$ cat src/rtl/io8_pkg.sv
package io8_pkg;

   typedef logic [7:0] byte_t;

   // True when [base, base+span-1] intersects [lo, hi].
   function automatic bit range_overlaps(int unsigned base, int unsigned span,
                                         int unsigned lo, int unsigned hi);
      return (base <= hi) && ((base + span - 1) >= lo);
   endfunction

   localparam int unsigned SER_A_LO = 'h2F8;
   localparam int unsigned SER_A_HI = 'h2FF;
   localparam int unsigned SER_B_LO = 'h3F8;
   localparam int unsigned SER_B_HI = 'h3FF;

endpackage

$ cat src/rtl/io8_sync.sv
module io8_sync #(
   parameter int unsigned STAGES  = 2,
   parameter int unsigned W       = 1,
   parameter logic [W-1:0] RST_VAL = '0
) (
   input  logic         clk,
   input  logic         rst_n,
   input  logic [W-1:0] d_async,
   output logic [W-1:0] q
);

   logic [STAGES-1:0][W-1:0] chain;

   always_ff @(posedge clk or negedge rst_n) begin
      if (!rst_n) chain[0] <= RST_VAL;
      else        chain[0] <= d_async;
   end

   generate
      for (genvar s = 1; s < STAGES; s++) begin : g_stage
         always_ff @(posedge clk or negedge rst_n) begin
            if (!rst_n) chain[s] <= RST_VAL;
            else        chain[s] <= chain[s-1];
         end
      end
   endgenerate

   assign q = chain[STAGES-1];

endmodule

$ cat src/rtl/io8_decode.sv
module io8_decode #(
   parameter int unsigned ADDR_W   = 10,
   parameter int unsigned DATA_W   = 8,
   parameter int unsigned WIN_BITS = 5,
   parameter logic [ADDR_W-1:0] BASE = 10'h300
) (
   input  logic                clk,
   input  logic                rst_n,
   input  logic [ADDR_W-1:0]   bus_addr,
   input  logic [DATA_W-1:0]   bus_data_in,
   input  logic                rd_s,
   input  logic                wr_s,
   input  logic                aen_s,
   input  logic [DATA_W-1:0]   rd_byte,
   output logic [WIN_BITS-1:0] rd_idx,
   output logic [DATA_W-1:0]   data_out,
   output logic                data_oe,
   output logic                commit,
   output logic [WIN_BITS-1:0] cap_idx,
   output logic [DATA_W-1:0]   cap_data
);

   logic hit_now;
   logic wr_prev;
   logic cap_ok;

   assign hit_now = (bus_addr[ADDR_W-1:WIN_BITS] == BASE[ADDR_W-1:WIN_BITS]);
   assign rd_idx  = bus_addr[WIN_BITS-1:0];

   // Address, data and qualification are sampled on every cycle the
   // synchronized write strobe is low; the last sample is committed.
   always_ff @(posedge clk or negedge rst_n) begin
      if (!rst_n) begin
         cap_idx  <= '0;
         cap_data <= '0;
         cap_ok   <= 1'b0;
         wr_prev  <= 1'b1;
      end else begin
         wr_prev <= wr_s;
         if (!wr_s) begin
            cap_idx  <= bus_addr[WIN_BITS-1:0];
            cap_data <= bus_data_in;
            cap_ok   <= hit_now && !aen_s;
         end
      end
   end

   assign commit = wr_s && !wr_prev && cap_ok;

   // Read path: registered enable and byte, so the pins never glitch.
   always_ff @(posedge clk or negedge rst_n) begin
      if (!rst_n) begin
         data_oe  <= 1'b0;
         data_out <= '0;
      end else begin
         data_oe  <= !rd_s && !aen_s && hit_now;
         data_out <= rd_byte;
      end
   end

endmodule

$ cat src/rtl/io8_regbank.sv
module io8_regbank #(
   parameter int unsigned DATA_W = 8,
   parameter int unsigned IDX_W  = 5,
   localparam int unsigned DEPTH = 1 << IDX_W
) (
   input  logic                         clk,
   input  logic                         rst_n,
   input  logic                         bus_we,
   input  logic [IDX_W-1:0]             bus_idx,
   input  logic [DATA_W-1:0]            bus_wdata,
   input  logic                         loc_we,
   input  logic [IDX_W-1:0]             loc_idx,
   input  logic [DATA_W-1:0]            loc_wdata,
   input  logic [IDX_W-1:0]             rd_idx,
   output logic [DATA_W-1:0]            rd_byte,
   output logic [DATA_W-1:0]            loc_rdata,
   output logic [DEPTH-1:0][DATA_W-1:0] mem
);

   generate
      for (genvar j = 0; j < DEPTH; j++) begin : g_entry
         always_ff @(posedge clk or negedge rst_n) begin
            if (!rst_n)
               mem[j] <= '0;
            else if (bus_we && (bus_idx == IDX_W'(j)))
               mem[j] <= bus_wdata;
            else if (loc_we && (loc_idx == IDX_W'(j)))
               mem[j] <= loc_wdata;
         end
      end
   endgenerate

   assign rd_byte = mem[rd_idx];

   always_ff @(posedge clk or negedge rst_n) begin
      if (!rst_n) loc_rdata <= '0;
      else        loc_rdata <= mem[loc_idx];
   end

endmodule

$ cat src/rtl/io8_slave.sv
module io8_slave #(
   parameter int unsigned ADDR_W      = 10,
   parameter int unsigned DATA_W      = 8,
   parameter int unsigned WIN_BITS    = 5,
   parameter int unsigned SYNC_STAGES = 2,
   parameter logic [ADDR_W-1:0] BASE  = 10'h300,
   localparam int unsigned DEPTH      = 1 << WIN_BITS
) (
   input  logic                clk,
   input  logic                rst_n,
   input  logic [ADDR_W-1:0]   bus_addr,
   input  logic [DATA_W-1:0]   bus_data_in,
   output logic [DATA_W-1:0]   bus_data_out,
   output logic                bus_data_oe,
   input  logic                bus_rd_n,
   input  logic                bus_wr_n,
   input  logic                bus_aen,
   input  logic [WIN_BITS-1:0] loc_addr,
   input  logic                loc_we,
   input  logic [DATA_W-1:0]   loc_wdata,
   output logic [DATA_W-1:0]   loc_rdata
);
   import io8_pkg::*;

   // parameter legality
   generate
      if (SYNC_STAGES < 2) begin : g_bad_sync
         $error("io8_slave: SYNC_STAGES must be at least 2");
      end
      if (WIN_BITS >= ADDR_W) begin : g_bad_win
         $error("io8_slave: window must be smaller than the address space");
      end
      if ((int'(BASE) % DEPTH) != 0) begin : g_bad_align
         $error("io8_slave: BASE must be aligned to the window size");
      end
      if (range_overlaps(int'(BASE), DEPTH, SER_A_LO, SER_A_HI) ||
          range_overlaps(int'(BASE), DEPTH, SER_B_LO, SER_B_HI)) begin : g_clash
         $error("io8_slave: window overlaps a fixed serial-port range");
      end
   endgenerate

   logic                        rd_s, wr_s, aen_s;
   logic                        commit;
   logic [WIN_BITS-1:0]         cap_idx;
   logic [DATA_W-1:0]           cap_data;
   logic [WIN_BITS-1:0]         rd_idx;
   logic [DATA_W-1:0]           rd_byte;
   logic [DEPTH-1:0][DATA_W-1:0] mem;

   io8_sync #(
      .STAGES (SYNC_STAGES),
      .W      (3),
      .RST_VAL(3'b111)
   ) sync_i (
      .clk    (clk),
      .rst_n  (rst_n),
      .d_async({bus_rd_n, bus_wr_n, bus_aen}),
      .q      ({rd_s, wr_s, aen_s})
   );

   io8_decode #(
      .ADDR_W  (ADDR_W),
      .DATA_W  (DATA_W),
      .WIN_BITS(WIN_BITS),
      .BASE    (BASE)
   ) dec_i (
      .clk        (clk),
      .rst_n      (rst_n),
      .bus_addr   (bus_addr),
      .bus_data_in(bus_data_in),
      .rd_s       (rd_s),
      .wr_s       (wr_s),
      .aen_s      (aen_s),
      .rd_byte    (rd_byte),
      .rd_idx     (rd_idx),
      .data_out   (bus_data_out),
      .data_oe    (bus_data_oe),
      .commit     (commit),
      .cap_idx    (cap_idx),
      .cap_data   (cap_data)
   );

   io8_regbank #(
      .DATA_W(DATA_W),
      .IDX_W (WIN_BITS)
   ) bank_i (
      .clk      (clk),
      .rst_n    (rst_n),
      .bus_we   (commit),
      .bus_idx  (cap_idx),
      .bus_wdata(cap_data),
      .loc_we   (loc_we),
      .loc_idx  (loc_addr),
      .loc_wdata(loc_wdata),
      .rd_idx   (rd_idx),
      .rd_byte  (rd_byte),
      .loc_rdata(loc_rdata),
      .mem      (mem)
   );

endmodule

$ cat config.mk
export PLATFORM = sky130hd
export DESIGN_NAME = io8_slave
export DESIGN_NICKNAME = d
export VERILOG_FILES = /design/src/rtl/io8_pkg.sv /design/src/rtl/io8_sync.sv /design/src/rtl/io8_decode.sv /design/src/rtl/io8_regbank.sv /design/src/rtl/io8_slave.sv
export SDC_FILE = /design/constraint.sdc
export NUM_CORES = 1
export LEC_CHECK = 0
export BUFFER_PORTS_ARGS = -buffer_cell sky130_fd_sc_hd__buf_2
export CAP_MARGIN = 20
export CORE_UTILIZATION = 60
export CTS_BUF_LIST = sky130_fd_sc_hd__clkbuf_8 sky130_fd_sc_hd__clkbuf_16
export CTS_CLUSTER_SIZE = 14
export DETAILED_ROUTE_END_ITERATION = 8
export PLACE_DENSITY_LB_ADDON = 0.1
export SYNTH_ARGS = -nofsm -noshare
export SYNTH_HDL_FRONTEND = slang
export SYNTH_SLANG_ARGS = --single-unit
$ cat constraint.sdc
create_clock -name clk -period 3.5 [get_ports clk]
set_input_delay 0.7 -clock clk [delete_from_list [all_inputs] [get_ports clk]]
set_output_delay 0.7 -clock clk [all_outputs]
set_load 0.005 [all_outputs]
---- Yosys cells after proc, flatten, opt, wreduce, memory -nomap -nowiden ----
Index checks and enable logic that the tools add are counted.
operators by class
  $add $sub $neg .......................... 0
  multipliers ............................. 0
  div/mod/pow operators ................... 0
  $lt $le $gt $ge ......................... 2
  equal/unequal tests ..................... 63
  shift-type cells ........................ 0
  muxes and demuxes ....................... 68
  bitwise logic cells ..................... 0
  reduce and logical (&&, ||, !) cells .... 106
operator list
  operator            count
  $mux 8              66
  $eq 5x5->1 const B  33
  $bmux 8 s5          2
  $eq 5x4->1 const B  16
  $logic_and 1x1->1   69
  $reduce_bool 2->1   32
  $eq 5x3->1 const B  8
  $eq 5x2->1 const B  4
  $lt 5x6->1 const B  2
  $eq 5x1->1 const B  2
  $logic_not 5->1     2
  $logic_not 1->1     3
storage, ports and cells
  register bits after elaboration ......... 294
  latch bits .............................. 0
  bits in writable memories ............... 0
  bits in read-only memories .............. 0
  input bits .............................. 37
  output and inout port bits .............. 17
  logic and storage cells ................. 280
  memories kept ........................... 0

---- Logic depth before layout (Yosys ltp) ----
Gate-level depths: netlist of run 1.
  depth after elaboration ................. 5
  gate-level depth with buffers ........... 9
  mapped depth without buffers ............ 5

---- By module ----
Synthesis of run 1 repeated with hierarchy kept, for this count alone.
unflattened totals
  cell total of the unflattened synthesis .. 1,816
  area total of the unflattened synthesis .. 17,767.0 um^2
by module, submodules not included
  module       times used  cells an instance  area each (um^2)  seq. area each (um^2)
  io8_regbank  1           1,757              16,751.1          6,606.3
  io8_decode   1           50                 835.8             601.8
  io8_sync     1           9                  180.2             157.7

---- Worst setup path before layout of run 1 ----
Ideal clock, no wire load.
  path kind ............................... in2reg
  from .................................... input port bus_addr[1]
  to ...................................... register dec_i.data_out[2]
  setup time .............................. 0.125 ns
  arrival time ............................ 2.468 ns
  required time ........................... 3.375 ns
  path slack .............................. 0.907 ns
  stages on the path ...................... 4
  cells stage by stage .................... clkbuf_1 mux4_2 mux4_2 mux2_2
on the way
  longest elaborated chain between the ends .. 2
RTL lines
  element                       line               source
  from (decl)                   io8_slave.sv:11    input logic [ADDR_W-1:0] bus_addr,
  $bmux 8 s5                    io8_regbank.sv:33  assign rd_byte = mem[rd_idx];
  $mux 8 (not written as such)  io8_regbank.sv:33
  via bank_i.rd_byte[2]         io8_regbank.sv:15  output logic [DATA_W-1:0] rd_byte,
  to (signal assigned)          io8_decode.sv:57   data_out <= rd_byte;
  to (decl)                     io8_decode.sv:16   output logic [DATA_W-1:0] data_out,
The timed path passes the listed nets, and every way through them passes these cells. The select of a mux whose other input is x is not followed.
A chain may end at the register's enable or synchronous reset.

---- Final worst setup path of run 1 ----
  from .................................... register sync_i.chain, in the netlist sync_i.q[1]
  to ...................................... register bank_i.mem[84] (netlist name)
on the way
  longest elaborated chain between the ends .. 4
  elaborated cells on any way between the ends .. 5
  those cells by class .................... mux: 1; reduce/logical: 4
RTL lines
  element                                             line               source
  from (decl)                                         io8_sync.sv:12     logic [STAGES-1:0][W-1:0] chain;
  from (signal, indexed assignment)                   io8_sync.sv:23     else chain[s] <= chain[s-1];
  $logic_and 1x1->1 * (2 in a row)                    io8_decode.sv:48   assign commit = wr_s && !wr_prev && cap_ok;
  $logic_and 1x1->1 *                                 io8_regbank.sv:25  else if (bus_we && (bus_idx == IDX_W'(j)))
  $mux 8 / $reduce_bool 2->1 (equally long branches)  n/a
  to (signal, indexed assignment)                     io8_regbank.sv:26  mem[j] <= bus_wdata;
  to (signal, indexed assignment)                     io8_regbank.sv:28  mem[j] <= loc_wdata;
  to (decl)                                           io8_regbank.sv:17  output logic [DEPTH-1:0][DATA_W-1:0] mem
Every way passes the cells marked *; elsewhere a longest branch is shown, timed or not.

==> key figures, run 1 <==
Floorplanning
  – # IOs: 54
  – Area of the core region: 0.0287 sq mm
  – Area enclosed by the die boundary: 0.0299 sq mm
  – Initial standard-cell utilization of the core: 61.1%
  – Number of cell rows: 62
  – Die H: 173 um
  – Die extent in x: 173 um

Clock network
  – TritonCTS clock tree: done
  – CTS clk-pin slew, worst paths: 0.06 ns
  – Hold buffers post-CTS: 0
  – Number of gates given a new drive strength after cts: 0
  – Total CTS buffers: 34
  – Number of clock sinks: 294
  – H-tree lvl count: 2
  – Insertion delay of the later-clocked pin in the worst-skew pair: 0.53 ns
  – Buffer count from post-CTS setup fixing: 0
  – Cell chosen for the clock root: clkbuf_16
  – Clock Path Buffers: 3

Run
  – Total of max-cap violations: 0

Finish
  – Diodes inserted: 0
  – Nets@finish: 1601
  – Post-synthesis to final-layout area growth: 10.3%
  – Layout cell share with drive strength beyond 1: 21.8%

STA
  – F_max: 0.361 GHz
  – Final number of setup-violating endpoints: 0
  – Setup slack after layout: 0.726 ns
  – Sum of negative setup slack: 0 ns
  – Setup skew after layout: 0.0198 ns
  – Relative slew margins: 45.5%
  – Number of slew-limit violations in the final report: 0
  – Hold violation total from the final report: 0
  – RSZ-0062 raised after global routing: false
  – Actual transition at the worst max-transition pin: 0.818 ns
  – Share of the cycle needed by the critical path after routing: 79.2%
  – Final critical-path required period: 2.77 ns

Global route
  – Total grt overflow: 0
  – GRT Overall Usage: 36.6%
  – Maximum number of pins on one net before global-route repair: 96
  – Via count of the first global-routing pass: 13.3k
  – Initial antenna violation count: 2
  – First-pass GRT wire length: 82100 um

Synth
  – Synth cell types: 47
  – Most frequent cell after synthesis: dfrtp_1
  – Synthesized area divided by synthesized cell count: 11.1 sq um
  – Commonest register cell after synthesis: dfrtp_1
  – Syn nets: 1614
  – Sequential fraction of the synthesis area: 42.0%
  – Cell types occupying the most area after synthesis: dfrtp_1 (41%), mux4_2 (17%), mux2i_1 (16%)
  – Synthesis warning total: 0
  – Most numerous cell types in the synthesized netlist: dfrtp_1 (287), mux2i_1 (275), nor2_1 (166)
  – Flop and latch count out of synthesis: 294
  – Number of cells produced by synthesis: 1577
  – Count of flip-flops with a built-in enable after synthesis: 0
  – Cell type with the largest total area after synthesis: dfrtp_1
  – Proportion of register bits with asynchronous set or reset after synthesis: 100%
  – Area share of the leading cell type in the synthesized netlist: 40.9%
  – Post-synthesis instance area: 0.0175 sq mm

Worst setup path
  – Data arrival time of the critical path: 3.14 ns
  – Nature of the critical path startpoint: flip-flop
  – Req. time, crit path: 3.86 ns
  – Nature of the critical path endpoint: flip-flop
  – Critical path fanouts, max: 18
  – Critical Setup Path Class: reg -> reg

Route
  – Final Routed Wirelength: 52700 um
  – Remaining DRCs: 0
  – Average wire length per cell after detail routing: 26.7 um
  – First-pass iteration count of the detailed router: 5
  – Via-to-Cell Ratio: 6.72
  – DRT antenna net count: 0
  – Number of DRC violations after detailed-routing iteration 0: 1474
  – Via count: 13.3k

Power
  – Maximum vdd ir drop: 0.428 mV
  – Leakage power total: 0.00791 uW
  – Areal power density over the cells: 549 mW/mm^2

Placed design
  – RD Place Congestion: 0.977
  – Worst setup timing slack at the placement stage: 0.544 ns
  – HPWL after detailed placement: 37200 um
  – Port Buffers: 53

Min path
  – Worst hold path class: in -> async

Run status
  – Run status: completed
-- where the power goes --
group          internal [uW]  total, uW  switching (uW)
Clock                   2230       3710            1480
Combinational           1200       2170             974
Sequential              4060       4740             675
Total                   7490      10600            3130
-- layer usage --
layer / global-route usage (%) / vias to the layer above / part of all wire, %
met4: 18.3 / 2 / 5.2
met3: 5.56 / 170 / 9.0
met2: 57.5 / 730 / 47
li1: - / 5760 / -
met5: 0 / - / 0.036
met1: 50.0 / 6599 / 39
-- flip-flops by register name, summed over array words and instances (netlist names) --
signal            cells
bank_i.mem          256
bank_i.loc_rdata      8
dec_i.cap_data        8
dec_i.data_out        8
dec_i.cap_idx         5
sync_i.chain          3
sync_i.q              3
dec_i.cap_ok          1
dec_i.data_oe         1
dec_i.wr_prev         1
-- layout by cell type, fill, tap and decap left out, types with 6 or more instances in the layout --
| master | n |
|---|---|
| nor2b_1 | 10 |
| clkbuf_16 | 34 |
| dfstp_2 | 7 |
| buf_4 | 43 |
| dfrtp_1 | 287 |
| mux2i_1 | 275 |
| o21ai_0 | 21 |
| buf_2 | 49 |
| a21oi_1 | 155 |
| nor2_1 | 166 |
| o2bb2ai_1 | 6 |
| inv_1 | 15 |
| or3_1 | 6 |
| nand2b_1 | 9 |
| nand3_1 | 10 |
| o21ai_1 | 87 |
| o22ai_1 | 7 |
| mux2_1 | 14 |
| nand2_1 | 138 |
| a211oi_1 | 10 |
| nor2_2 | 9 |
| mux4_2 | 133 |
| mux2_2 | 27 |
-- cell type report --
| class | count | area, sq um |
|---|---|---|
| Sequential cell | 294 | 7370 |
| Tap cell | 384 | 480 |
| Multi-Input combinational cell | 1128 | 9510 |
| Fill cell | 2177 | 9350 |
| Clock inverter | 24 | 250 |
| Inverter | 3 | 11.3 |
| Timing Repair Buffer | 103 | 821 |
| Clock buffer | 38 | 906 |
-- worst paths after layout --
| path | start | end | slack (ns) | cells after the start |
|---|---|---|---|---|
| worst max-delay path | sync_i.q[1] | bank_i.mem[84] | 0.73 | 5 |
| min in group clk | bus_rd_n | sync_i.chain[2] | 0.26 | 1 |
| worst min-delay path | rst_n | bank_i.mem[186] | 0.18 | 1 |
| worst min register to register | sync_i.chain[2] | sync_i.q[2] | 0.36 | 0 |
| worst max register to register | sync_i.q[1] | bank_i.mem[84] | 0.73 | 5 |
| max in group asynchronous | rst_n | sync_i.q[1] | 2.37 | 2 |
-- logic make-up (layout without fill, tap and decap cells) --
family / after synthesis / count (layout) / share of synthesized area, %
DFF: 294 / 294 / 42.0
muxes: 449 / 449 / 35.4
AOI/OAI and AO/OA: 295 / 295 / 8.90
and+or+nand+nor: 384 / 384 / 9.88
buffers and inverters: 155 / 168 / 3.82
-- per-stage QoR --
step                util (%)  hold slack, ns  area (sq um)  total power, uW  std cells
floorplan                  -           0.345         17500             6080       1577
global placement        62.9           0.346         18100             6820       1907
detailed placement      63.3           0.348         18200             6930       1911
CTS                     67.3           0.235         19300            10600       1973
global route            67.4           0.252         19300            11000       1974
finish                  67.4           0.180         19300            10600       1974
-- critical path, stage by stage, from the launching register on --
cell and delay [ns]:
dfstp_2 0.77, nand3b_2 0.31, nor4b_2 0.56, nand2_1 0.63, nor2_1 0.26, a21oi_1 0.06
Note: power is estimated with default switching activity, not from simulation.
==> run 2, diff against run 1 <==
--- a/config.mk
+++ b/config.mk
@@ -7,7 +7,7 @@
 export LEC_CHECK = 0
 export BUFFER_PORTS_ARGS = -buffer_cell sky130_fd_sc_hd__buf_2
 export CAP_MARGIN = 20
-export CORE_UTILIZATION = 60
+export CORE_UTILIZATION = 57
 export CTS_BUF_LIST = sky130_fd_sc_hd__clkbuf_8 sky130_fd_sc_hd__clkbuf_16
 export CTS_CLUSTER_SIZE = 14
 export DETAILED_ROUTE_END_ITERATION = 8
==> constraint.sdc (replaced) <==
create_clock -name clk -period 2.52 [get_ports clk]
set_input_delay 0.504 -clock clk [delete_from_list [all_inputs] [get_ports clk]]
set_output_delay 0.504 -clock clk [all_outputs]
set_load 0.005 [all_outputs]
==> run 2 against run 1 <==
Effect of this change:
- worst setup slack got worse by 0.52 ns
- routed wire length increased by 22%
- utilization decreased by 0.89 points
- sequential share of layout area decreased by 1.1 points
- sequential power increased by 45%
==> key figures, run 2 (same netlist as run 1, synthesis figures left out) <==
Worst setup path
  – Worst Reg2Reg Path Length in Cells: 5
  – Critical Setup Path Class: reg -> reg
  – Req. time, crit path: 2.90 ns
  – Nature of the critical path endpoint: flip-flop
  – Startpoint of the lowest-slack register-to-register path: sync_i.q[1]
  – Critical path fanouts, max: 16
  – Nature of the critical path startpoint: flip-flop
  – Crit path from: sync_i.q[1]
  – Data arrival time of the critical path: 2.70 ns
  – Setup slack of the most critical reg-to-reg path: 0.20 ns
  – Capture point of the worst reg-to-reg path: bank_i.mem[231]

Finish
  – Layout cell share with drive strength beyond 1: 25.4%
  – Post-synthesis to final-layout area growth: 13.6%
  – Nets@finish: 1676
  – Diodes inserted: 0
  – Top reg by flops: bank_i.mem
  – Max reg flops: 256
  – Commonest non-fill, non-tap cell in the layout: dfrtp_1
  – Commonest non-fill, non-tap cells in the layout: dfrtp_1 (287), mux2i_1 (275), nor2_1 (166)
  – Util after Layout: 66.5%
  – Fill cell total of the finished layout: 2334

Route
  – Final Routed Wirelength: 64300 um
  – Via-to-Cell Ratio: 6.75
  – Via count: 13.9k
  – Number of DRC violations after detailed-routing iteration 0: 1826
  – Remaining DRCs: 0
  – DRT antenna net count: 0
  – Average wire length per cell after detail routing: 31.3 um
  – First-pass iteration count of the detailed router: 5

Global route
  – Initial antenna violation count: 1
  – Maximum number of pins on one net before global-route repair: 85
  – First-pass GRT wire length: 94300 um
  – Total grt overflow: 0
  – Via count of the first global-routing pass: 13.1k
  – GRT Overall Usage: 42.4%

Power
  – Switching Share: 32.1%
  – Int Power: 10400 uW
  – Proportion of power drawn by flip-flops and latches: 44.5%
  – Maximum vdd ir drop: 0.745 mV
  – Areal power density over the cells: 771 mW/mm^2
  – Switch Pwr: 4930 uW
  – Leakage power total: 0.00824 uW
  – Comb pwr share: 22.0%
  – Relative contribution of the clock network to total power: 33.4%

Clock network
  – Insertion delay of the later-clocked pin in the worst-skew pair: 0.53 ns
  – Clock Path Buffers: 3
  – Cell chosen for the clock root: clkbuf_16
  – H-tree lvl count: 2
  – Total CTS buffers: 34
  – CTS clk-pin slew, worst paths: 0.06 ns
  – Number of gates given a new drive strength after cts: 0
  – Number of clock sinks: 294
  – TritonCTS clock tree: done
  – Buffer count from post-CTS setup fixing: 0

Floorplanning
  – Die extent in x: 177 um
  – Die H: 177 um
  – # IOs: 54
  – Initial standard-cell utilization of the core: 58.6%
  – Area of the core region: 0.0300 sq mm
  – Area enclosed by the die boundary: 0.0315 sq mm
  – Number of cell rows: 63

STA
  – RSZ-0062 raised after global routing: false
  – Share of the cycle needed by the critical path after routing: 91.9%
  – Sum of negative setup slack: 0 ns
  – Setup skew after layout: 0.0235 ns
  – F_max: 0.432 GHz
  – Hold violation total from the final report: 0
  – Final number of setup-violating endpoints: 0
  – Actual transition at the worst max-transition pin: 0.843 ns
  – Final critical-path required period: 2.32 ns
  – Smallest hold slack: 0.0725 ns
  – Relative slew margins: 43.8%
  – Number of slew-limit violations in the final report: 0

Run
  – Total of max-cap violations: 0

Min path
  – Hold path depth: 1
  – Worst hold path class: in -> reg
  – Capture endpoint of the worst hold path: sync_i.chain[1]
  – Worst hold start: bus_wr_n

Placed design
  – Port Buffers: 53
  – RD Place Congestion: 0.969
  – HPWL after detailed placement: 45800 um

Run status
  – Run status: completed
run 2: worst max path at each step:
stage | to | slack (ns) | cells after the start
after detailed placement | dec_i.data_out[7] | 0.11 | 5
after CTS | bank_i.mem[231] | 0.24 | 5
after global placement | dec_i.data_out[2] | 0.15 | 5
after floorplan | dec_i.data_out[2] | 0.12 | 4
final | bank_i.mem[231] | 0.20 | 5
after global routing | bank_i.mem[229] | 0.07 | 5
run 2: per-stage QoR:
| stage | total power, uW | instances | setup slack [ns] | cell area (sq um) |
|---|---|---|---|---|
| floorplan | 8450 | 1577 | 0.123 | 17500 |
| global route | 15800 | 2054 | 0.0696 | 19900 |
| global placement | 10100 | 1992 | 0.147 | 18800 |
| finish | 15400 | 2054 | 0.204 | 19900 |
| detailed placement | 10200 | 1992 | 0.114 | 18800 |
| CTS | 15300 | 2054 | 0.241 | 19900 |
run 2: area by class of cell:
type / instances / area (sq um) / share of cell area, %
Multi-Input combinational cell: 1128 / 9510 / 47.7
Clock buffer: 43 / 975 / 4.89
Clock inverter: 18 / 179 / 0.898
Inverter: 3 / 11.3 / 0.0565
Sequential cell: 294 / 7370 / 37.0
Timing Repair Buffer: 178 / 1400 / 7.02
Tap cell: 390 / 488 / 2.45
run 2: power by group through the flow:
stage / Clock, uW / Combinational [uW] / Sequential, uW
finish: 5140 / 3390 / 6850
floorplan: 0 / 2300 / 6150
global route: 5340 / 3610 / 6870
global placement: 0 / 3270 / 6820
CTS: 5140 / 3350 / 6760
detailed placement: 0 / 3340 / 6840
run 2: what timing repair did:
item / CTS / global route
hold endpoints to repair: 14 / 0
hold buffers: 1 / 0
setup endpoints to repair: 0 / 0
run 2: metal layers:
layer / global-route usage [%] / wire length [um]
met2: 62.6 / 28500
met4: 12.7 / 2100
met1: 60.9 / 26000
met3: 11.9 / 7630
met5: 0 / 10
run 2: worst max-delay path: stages, from the launching register on:
cell and delay (ns):
dfstp_2 0.55, nand3b_2 0.29, nor4b_2 0.50, nand3_1 0.52, nor2_1 0.25, a21oi_1 0.06
